`src/rtl/route_switch_box.sv`:
```
module route_switch_box #(
  parameter int TRK = 4,
  parameter int NCC = 2
) (
  input  logic             clk,
  input  logic             rst_n,
  input  logic             cfg_en,
  input  logic             cfg_din,
  output logic             cfg_dout,
  input  logic [TRK-1:0]   n_in,
  input  logic [TRK-1:0]   e_in,
  input  logic [TRK-1:0]   s_in,
  input  logic [TRK-1:0]   w_in,
  output logic [TRK-1:0]   n_out,
  output logic [TRK-1:0]   e_out,
  output logic [TRK-1:0]   s_out,
  output logic [TRK-1:0]   w_out,
  input  logic [4*NCC-1:0] cx_in,
  output logic [4*NCC-1:0] cx_out,
  output logic             mux_err
);
  localparam int TW  = 7;
  localparam int CW  = 6;
  localparam int CXB = TRK * TW;
  localparam int LEN = CXB + NCC * CW;

  logic [LEN-1:0] cfg_q;
  logic           live;
  logic [TRK-1:0] dm_v, nd_v, err_v;

  always_ff @(posedge clk or negedge rst_n) begin
    if (!rst_n)      cfg_q <= '0;
    else if (cfg_en) cfg_q <= {cfg_q[LEN-2:0], cfg_din};
  end

  assign cfg_dout = cfg_q[LEN-1];
  assign live     = ~cfg_en;

  for (genvar t = 0; t < TRK; t++) begin : g_trk
    localparam int B = t * TW;
    logic [1:0] code;
    logic [2:0] en;

    assign code = cfg_q[B+3:B+2];
    assign en   = cfg_q[B+6:B+4];

    assign e_out[t] = live & cfg_q[B]   & w_in[t];
    assign s_out[t] = live & cfg_q[B+1] & e_in[t];

    always_comb begin
      case (code)
        2'd1:    dm_v[t] = s_in[t];
        2'd2:    dm_v[t] = w_in[t];
        2'd3:    dm_v[t] = e_in[t];
        default: dm_v[t] = 1'b0;
      endcase
    end

    always_comb begin
      if (en[0])      nd_v[t] = e_in[t];
      else if (en[1]) nd_v[t] = n_in[t];
      else if (en[2]) nd_v[t] = s_in[t];
      else            nd_v[t] = 1'b0;
    end

    assign err_v[t] = (en & (en - 3'd1)) != 3'd0;
    assign n_out[t] = live & dm_v[t];
    assign w_out[t] = live & nd_v[t];
  end

  assign mux_err = live & (|err_v);

  for (genvar c = 0; c < NCC; c++) begin : g_cx
    localparam int CB = CXB + c * CW;
    logic [5:0]      pb;
    logic [3:0][3:0] rch;

    assign pb = cfg_q[CB+5:CB];

    always_comb begin
      rch[0] = {pb[2], pb[1], pb[0], 1'b0};
      rch[1] = {pb[4], pb[3], 1'b0,  pb[0]};
      rch[2] = {pb[5], 1'b0,  pb[3], pb[1]};
      rch[3] = {1'b0,  pb[5], pb[4], pb[2]};
      for (int k = 0; k < 4; k++)
        for (int i = 0; i < 4; i++)
          for (int j = 0; j < 4; j++)
            if (rch[i][k] && rch[k][j]) rch[i][j] = 1'b1;
    end

    for (genvar e = 0; e < 4; e++) begin : g_end
      assign cx_out[4*c+e] = live & (|(rch[e] & cx_in[4*c +: 4] & ~(4'b0001 << e)));
    end
  end
endmodule

```
`config.mk`:
```
export PLATFORM = sky130hd
export DESIGN_NAME = route_switch_box
export DESIGN_NICKNAME = d
export VERILOG_FILES = /design/src/rtl/route_switch_box.sv
export SDC_FILE = /design/constraint.sdc
export NUM_CORES = 1
export LEC_CHECK = 0
export ABC_AREA = 1
export BUFFER_PORTS_ARGS = -buffer_cell sky130_fd_sc_hd__buf_2
export CORE_ASPECT_RATIO = 1.4
export CORE_MARGIN = 1
export CORE_UTILIZATION = 57
export DETAILED_ROUTE_END_ITERATION = 8
export GPL_ROUTABILITY_DRIVEN = 0
export HOLD_SLACK_MARGIN = 0.08
export PLACE_DENSITY = 0.84
export SYNTH_ARGS = -nofsm -noshare
export SYNTH_HDL_FRONTEND = slang
export SYNTH_SLANG_ARGS = --single-unit
```
`constraint.sdc`:
```
create_clock -name clk -period 2.5 [get_ports clk]
set_input_delay 0.5 -clock clk [delete_from_list [all_inputs] [get_ports clk]]
set_output_delay 0.5 -clock clk [all_outputs]
set_load 0.1 [all_outputs]
```
### Word-level counts from Yosys, hierarchy flattened

Index checks and enable logic that the tools add are counted.

* output and inout bits: 26
* flip-flop bits (word level): 40
* logic and storage cells: 202
* bits of input ports: 28

* bitwise gates (word level): 46
* reduce and logical (&&, ||, !) cells: 55
* mux-type cells: 84
* add/subtract/negate cells: 4
* eq/ne operators: 12

Operators by type and width (number)
* $mux W1: 80
* $logic_and A1 B1 Y1: 42
* $and A1 B1 Y1: 33
* $and A4 B4 Y4: 6
* $reduce_or A3 Y1: 8
* $and A3 B3 Y3: 6
* $eq A2 B2 Y1 const B: 8
* $pmux W1 S3: 4
* $reduce_bool A3 Y1: 4
* $sub A3 B1 Y3 const B: 4
* $eq A2 B1 Y1 const B: 4
* $reduce_or A4 Y1: 1
* $not A1 Y1: 1

### Depth between registers and ports, before layout

Gate-level depths: netlist of the first run.

* depth after elaboration: 14
* depth in mapped cells: 10
* depth with buffers taken out: 10

### Least setup slack after synthesis of the first run

No wires, ideal clock.

* path type: register to output
* from: register cfg_q[39]
* to: output cx_out[6]
* setup slack: -901 ps
* cell stages (with the launch flop): 5
* path buffers: 0
* arrival time: 2901 ps
* required time: 2000 ps
* path through: dfrtp_1 a21oi_2 nand2_2 nand2_1 a31oi_1

* word-level cells in the longest chain between the ends: 10
* elaborated cells between the ends (all ways): 18
* those cells by class: 9 x mux; 2 x bitwise; 7 x reduce/logical

Ends and longest elaborated chain
* start, declared: RTL line 27 `logic [LEN-1:0] cfg_q;`
* start signal, assigned: RTL line 33 `else if (cfg_en) cfg_q <= {cfg_q[LEN-2:0], cfg_din};`
* $mux W1 (*) (2 in a row): RTL line 88 `if (rch[i][k] && rch[k][j]) rch[i][j] = 1'b1;`
* $logic_and A1 B1 Y1: RTL line 88
* $mux W1 (2 in a row): RTL line 88
* $logic_and A1 B1 Y1: RTL line 88
* $mux W1: RTL line 88
* $and A4 B4 Y4 (*): RTL line 92 `assign cx_out[4*c+e] = live & (|(rch[e] & cx_in[4*c +: 4] & ~(4'b0001 << e)));`
* $reduce_or A3 Y1 (*): RTL line 92
* $and A1 B1 Y1 (*): RTL line 92
* end, declared: RTL line 19 `output logic [4*NCC-1:0] cx_out,`

Mark *: on every way between the ends. The rest lies on a longest branch, timed or not.

### Worst setup path after layout of the first run

* from: register cfg_q[28]
* to: output cx_out[1]

* word-level cells in the longest chain between the ends: 14
* elaborated cells between the ends (all ways): 43
* those cells by class: 23 x mux; 2 x bitwise; 18 x reduce/logical

Ends and longest elaborated chain (RTL line)
* $mux W1 or $logic_and A1 B1 Y1 (tied branches) (2 in a row): 88
* $logic_and A1 B1 Y1 or $mux W1 (tied branches): 88
* $mux W1 or $logic_and A1 B1 Y1 (tied branches) (3 in a row): 88
* $logic_and A1 B1 Y1 or $mux W1 (tied branches): 88
* $mux W1 or $logic_and A1 B1 Y1 (tied branches): 88
* $mux W1: 88
* $logic_and A1 B1 Y1: 88
* $mux W1: 88
* $and A4 B4 Y4 (*): 92
* $reduce_or A3 Y1 (*): 92
* $and A1 B1 Y1 (*): 92

Marked as above.

==> impl_metrics.py, run 1 <==
metrics = {
    "run_status": {
        "status": "finished, final reports clean",
    },
    "die": {
        "fp.dieH_um": 75.4,
        "dieArea_mm2": 0.00411,
        "start_util_pct": 59.7,
        "num_rows": 26,
        "core_area_mm2": 0.00368,
        "die_x_um": 54.4,
        "io_pins": 54,
    },
    "yosys": {
        "synth_edf_count": 0,
        "syn-instance-count": 305,
        "synthFlopType": "dfrtp_1",
        "synth_most_common_cell": "nand2_1",
        "avgSynthCellArea_um2": 7.20,
        "synth_top_area_share_pct": 45.6,
        "synthesis.nets": 333,
        "yosys-top-cells-area": "dfrtp_1, nand2_1, o21ai_0",
        "async_reset_ff_share_pct": 100,
        "ys_warn_count": 0,
        "yosysSeqAreaShare_pct": 45.6,
        "netlist_area_mm2": 0.00219,
        "ys_seq_elements": 40,
        "synth_common_cells": "nand2_1, inv_1, dfrtp_1, o21ai_0, nand2_2",
        "synth.distinct_cells": 20,
        "synth_top_area_cell": "dfrtp_1",
    },
    "global_routing": {
        "grt_antenna_before_repair": 0,
        "grt.busiest_layer": "met2",
        "grt_overflow": 0,
        "grt_max_degree": 64,
        "grt_pass1_wl_um": 7720,
        "use_met1_pct": 28.9,
        "grtUsageMet2_pct": 46.9,
        "grt.total_usage_pct": 26.1,
        "grtUsageMet3_pct": 5.39,
        "grt_pass1_vias": 1931,
    },
    "detailed_routing": {
        "drt-total-wl_um": 4750,
        "drc": 0,
        "drt_first_pass_iters": 4,
        "drt_iter0_markers": 54,
        "vias": 2135,
        "viasPerCell": 5.34,
        "ant_nets": 0,
        "wl_per_cell_um": 11.9,
    },
    "place": {
        "dp_hpwl_um": 3430,
        "io_buffers": 53,
        "pre_cts_ws_ps": 219,
        "dpl_cell_area_mm2": 0.00255,
    },
    "critical_path": {
        "r2r.worst_path.cells": 2,
        "cp-start-kind": "flop",
        "end_kind": "primary output",
        "crit_family": "simple AND/OR/NAND/NOR gates",
        "critical_path.cell_chain": "nand2_1 > nand2_1 > nand2_1 > nand2_2 > nand2_2 > nand2_2 > nand2_2 > nand2_2 > nand2_1 > a21oi_2 > clkbuf_4",
        "path_class": "reg -> out",
        "crit_buf_inv": 1,
        "reg2reg_to": "cfg_q[25]",
        "crit_top_cell": "nand2_2",
        "critPathMaxFanout": 7,
        "arrival_ps": 1800,
        "ff2ff_setup_slack_ps": 1710,
        "slowest_stage": "dfrtp_1",
        "slowest_delay_ps": 450,
        "required_ps": 2000,
        "rr_startpoint": "cfg_q[25]",
    },
    "final_layout": {
        "largest_reg_flops": 40,
        "syn2layout_area_growth_pct": 20.9,
        "nets": 385,
        "stdcell_area_mm2": 0.00265,
        "reg_top3": "cfg_q: 40 flops",
        "drive_above_1_share_pct": 26.0,
        "regMostFlops": "cfg_q",
        "diodes": 0,
    },
    "min_path": {
        "hold_path.class": "in -> async",
    },
    "timing": {
        "fmax_mhz": 435,
        "max_slew.worst_pin.slew_ps": 852,
        "finalCriticalPeriod_ps": 2300,
        "hold_viol": 0,
        "slew_headroom_pct": 43.2,
        "fin_ws_ps": 200,
        "period_share_pct": 92.0,
        "slew_violations": 0,
        "skew_ps": 6.25,
        "grt_setup_unrepaired": "no",
        "final-setup-viol-count": 0,
        "holdWs_ps": 311,
    },
    "clocking": {
        "clk_pin_slew_worst_paths_ps": 80,
        "cts_buffer_depth": 2,
        "cts_resized": 0,
        "cts_buffers": 5,
        "root_buffer": "clkbuf_8",
        "clk_latency_ps": 290,
        "post_cts_buffers": 0,
        "cts.sinks": 40,
        "cts_tree": "yes",
        "cts_hold_buf": 0,
        "cts-htree-levels": 2,
    },
    "power_and_ir_drop": {
        "p_leak_nw": 1.39,
        "comb_power_share_pct": 40.7,
        "seqPwrFrac_pct": 39.0,
        "p_int_w": 0.00117,
        "switchingPower_w": 0.000982,
        "clkPwrFrac_pct": 20.3,
        "ir_drop_mv": 0.648,
        "swShare_pct": 45.6,
        "p_per_area_mw_per_mm2": 812,
    },
    "flow_run": {
        "drv_cap": 0,
    },
}
[layout make-up]
class | instances | area [um2]
repair buffers | 55 | 305
fillers | 307 | 1020
inverters | 47 | 176
flip-flops and latches | 40 | 1000
well taps | 42 | 52.6
clock buffers | 8 | 90.1
multi-input cells | 208 | 1030
[metal layers]
layer / vias up / wire length, um
met4: 0 / 97
met5: - / 0
li1: 1074 / -
met2: 53 / 2530
met1: 997 / 1940
met3: 11 / 181
[kinds of logic after synthesis]
group                  Yosys count  synth area share, %
buffers and inverters           57                 9.92
and+or+nand+nor                139                 25.9
DFF                             40                 45.6
AOI/OAI and AO/OA               69                 18.5
[power by group through the flow]
| stage | clock [W] | sequential (W) | combinational (W) |
|---|---|---|---|
| after floorplan | 0 | 0.000845 | 0.000706 |
| after global placement | 0 | 0.000847 | 0.000855 |
| after detailed placement | 0 | 0.000851 | 0.000872 |
| after CTS | 0.000438 | 0.000839 | 0.000876 |
| after global routing | 0.000466 | 0.000855 | 0.000957 |
| final | 0.000436 | 0.000840 | 0.000877 |
[placed cells by master (no fill, tap or decap), types with 2 or more instances in the layout]
cell      instances
nand3_1           8
nor2_2            8
o21ai_1           2
a32o_1            4
inv_1            46
clkbuf_8          6
a21oi_1           8
a31oi_2           5
buf_2            48
o21ai_2           2
nand2_1         108
nand2_2          10
buf_4             2
a31oi_1           3
o21ai_0          38
nand4_1           4
clkbuf_4          4
clkbuf_1          2
dfrtp_1          40
a21oi_2           6
[worst reg2reg max path: stages, from the launching register on]
cell     delay, ps
dfrtp_1        410
inv_1          140
o21ai_0        110
[how the worst max path moves through the flow]
stage	end	startpoint	depth (start not counted)	slack, ps
5_1_grt	cx_out[6]	cfg_q[34]	9	4
2_1_floorplan	cx_out[2]	cfg_en	3	-470
4_1_cts	cx_out[1]	cfg_q[28]	11	90
3_3_place_gp	n_out[0]	cfg_en	6	280
6_report	cx_out[1]	cfg_q[28]	11	200
3_5_place_dp	n_out[2]	cfg_en	6	220
[stage by stage]
stage	util [%]	setup TNS, ps	cells	total power, W
2_1_floorplan	-	-3140	305	0.00155
3_3_place_gp	69.4	0	392	0.00170
3_5_place_dp	69.4	0	392	0.00172
4_1_cts	71.8	0	400	0.00215
5_1_grt	72.2	0	400	0.00228
6_report	72.2	0	400	0.00215
(Power assumes the default switching activity.)
==> inputs of run 2 (changes only) <==
Settings changed: CELL_PAD_IN_SITES_DETAIL_PLACEMENT from default to 1, CELL_PAD_IN_SITES_GLOBAL_PLACEMENT from default to 2, CORE_UTILIZATION 57 to 31, PLACE_DENSITY 0.84 to default, PLACE_DENSITY_LB_ADDON from default to 0.1.
==> run 2 against run 1 <==
Net effect: clock power increased by 5.5%; sequential share of layout area decreased by 2.2 points; count of clock-buffer cells in the layout decreased by 1; register-to-register slack improved by 20 ps; design area increased by 6.2%; power increased by 3.7%; wire length increased by 17%; global-route usage decreased by 9.0 points; worst setup slack got worse by 17 ps; sequential power about the same; clock skew decreased by 1.3 ps; critical path type unchanged; critical endpoint is now cx_out[7]; largest power group unchanged; highest routed layer unchanged.
==> impl_metrics.py, run 2 (synthesis results as in run 1) <==
metrics = {
    "power_and_ir_drop": {
        "comb_power_share_pct": 41.8,
        "ir_drop_mv": 0.291,
        "seqPwrFrac_pct": 37.6,
        "p_leak_nw": 1.42,
        "p_int_w": 0.00123,
        "switchingPower_w": 0.00100,
        "p_per_area_mw_per_mm2": 793,
        "swShare_pct": 44.8,
        "clkPwrFrac_pct": 20.6,
    },
    "flow_run": {
        "drv_cap": 0,
    },
    "final_layout": {
        "regMostFlops": "cfg_q",
        "drive_above_1_share_pct": 26.5,
        "diodes": 0,
        "reg_top3": "cfg_q: 40 flops",
        "most-common-layout-cells": "nand2_1, inv_1, buf_2",
        "nFillCells": 877,
        "nets": 386,
        "final_common_cell": "nand2_1",
        "stdcell_area_mm2": 0.00282,
        "syn2layout_area_growth_pct": 28.3,
        "largest_reg_flops": 40,
    },
    "clocking": {
        "cts_tree": "yes",
        "clk_pin_slew_worst_paths_ps": 80,
        "cts_buffer_depth": 2,
        "cts_buffers": 5,
        "cts_hold_buf": 0,
        "root_buffer": "clkbuf_8",
        "clk_latency_ps": 290,
        "cts-htree-levels": 2,
        "cts.sinks": 40,
        "post_cts_buffers": 0,
    },
    "critical_path": {
        "cp-start-kind": "flop",
        "crit_top_cell": "nand2_1",
        "slowest_stage": "dfrtp_1",
        "critPathMaxFanout": 7,
        "slowest_delay_ps": 450,
        "path_class": "reg -> out",
        "arrival_ps": 1820,
        "required_ps": 2000,
        "end_kind": "primary output",
        "critical_path.cell_chain": "nand2_1 > nand2_1 > inv_1 > o21ai_2 > nand2_1 > a31oi_2 > buf_2",
    },
    "place": {
        "dpl_cell_area_mm2": 0.00270,
        "pre_cts_ws_ps": 311,
        "io_buffers": 53,
        "dp_hpwl_um": 4230,
    },
    "timing": {
        "finalCriticalPeriod_ps": 2320,
        "max_slew.worst_pin.slew_ps": 489,
        "hold_viol": 0,
        "grt_setup_unrepaired": "no",
        "fin_ws_ps": 183,
        "period_share_pct": 92.7,
        "skew_ps": 4.97,
        "fmax_mhz": 432,
        "slew_violations": 0,
        "slew_headroom_pct": 67.6,
        "final-setup-viol-count": 0,
    },
    "detailed_routing": {
        "drc": 0,
        "viasPerCell": 4.72,
        "ant_nets": 0,
        "drt_first_pass_iters": 4,
        "drt_iter0_markers": 41,
        "vias": 2125,
        "drt-total-wl_um": 5550,
        "wl_per_cell_um": 12.3,
    },
    "die": {
        "io_pins": 54,
        "die_x_um": 73.1,
        "core_area_mm2": 0.00670,
        "dieArea_mm2": 0.00742,
        "num_rows": 35,
        "fp.dieH_um": 102,
        "start_util_pct": 32.8,
    },
    "global_routing": {
        "grt_max_degree": 64,
        "grt_pass1_wl_um": 10000,
        "grt_pass1_vias": 2229,
        "grt_overflow": 0,
        "grt_antenna_before_repair": 0,
        "grt.total_usage_pct": 17.1,
    },
    "run_status": {
        "status": "finished, final reports clean",
    },
    "min_path": {
        "hold_path.class": "in -> async",
    },
}
==> run 2: changes by cell type in the layout (fill, tap and decap cells not counted), sizes merged <==
cell / delta
buf: +1
clkbuf: -1
==> run 2: per-stage QoR <==
stage / setup TNS (ps) / util [%] / power, W / hold slack [ps] / std cells
floorplan: -3140 / - / 0.00155 / 204 / 305
global placement: 0 / 40.2 / 0.00177 / 407 / 443
detailed placement: 0 / 40.2 / 0.00178 / 407 / 443
CTS: 0 / 41.7 / 0.00225 / 97.2 / 450
global route: 0 / 42.0 / 0.00238 / 104 / 450
finish: 0 / 42.0 / 0.00223 / 92.9 / 450
==> run 2: per-layer routing <==
metal	up-vias	wire length, um	global-route usage [%]
met3	5	186	2.59
met2	40	2910	31.5
met1	1006	2400	20.6
met4	0	56	4.07
li1	1074	-	-
met5	-	0	0
==> run 2: layout make-up <==
type	instances	area (um2)	area share, %
repair buffers	56	400	14.2
flip-flops and latches	40	1000	35.5
inverters	47	176	6.26
well taps	92	115	4.09
clock buffers	7	96.3	3.42
multi-input cells	208	1030	36.5
==> run 2: final timing paths <==
check,startpoint,end,slack (ps),cells past startpoint
worst min register to register,cfg_q[7],cfg_q[8],490,2
max in group asynchronous,rst_n,cfg_q[36],1740,2
worst min-delay path,rst_n,cfg_q[15],90,1
worst max register to register,cfg_q[26],cfg_q[26],1730,2
min in group clk,cfg_din,cfg_q[0],410,3
worst max-delay path,cfg_q[34],cx_out[7],180,7
==> run 2: worst max-delay path, delay by kind of cell (launching register included) <==
| kind | cells | cell delay (ps) |
|---|---|---|
| DFF | 1 | 450 |
| and+or+nand+nor | 3 | 240 |
| buffers and inverters | 2 | 500 |
| AOI/OAI and AO/OA | 2 | 330 |
==> run 2: power groups by stage <==
stage	clock network, W	logic (W)	registers, W
final	0.000460	0.000933	0.000841
after global routing	0.000498	0.00102	0.000859
after CTS	0.000477	0.000932	0.000842
after detailed placement	0	0.000930	0.000854
after global placement	0	0.000920	0.000852
after floorplan	0	0.000706	0.000845
==> run 2: what timing repair did <==
action                                  CTS  global route
endpoints found under the setup margin    0             7
resized for setup                         0            12
hold endpoints to repair                  0             0
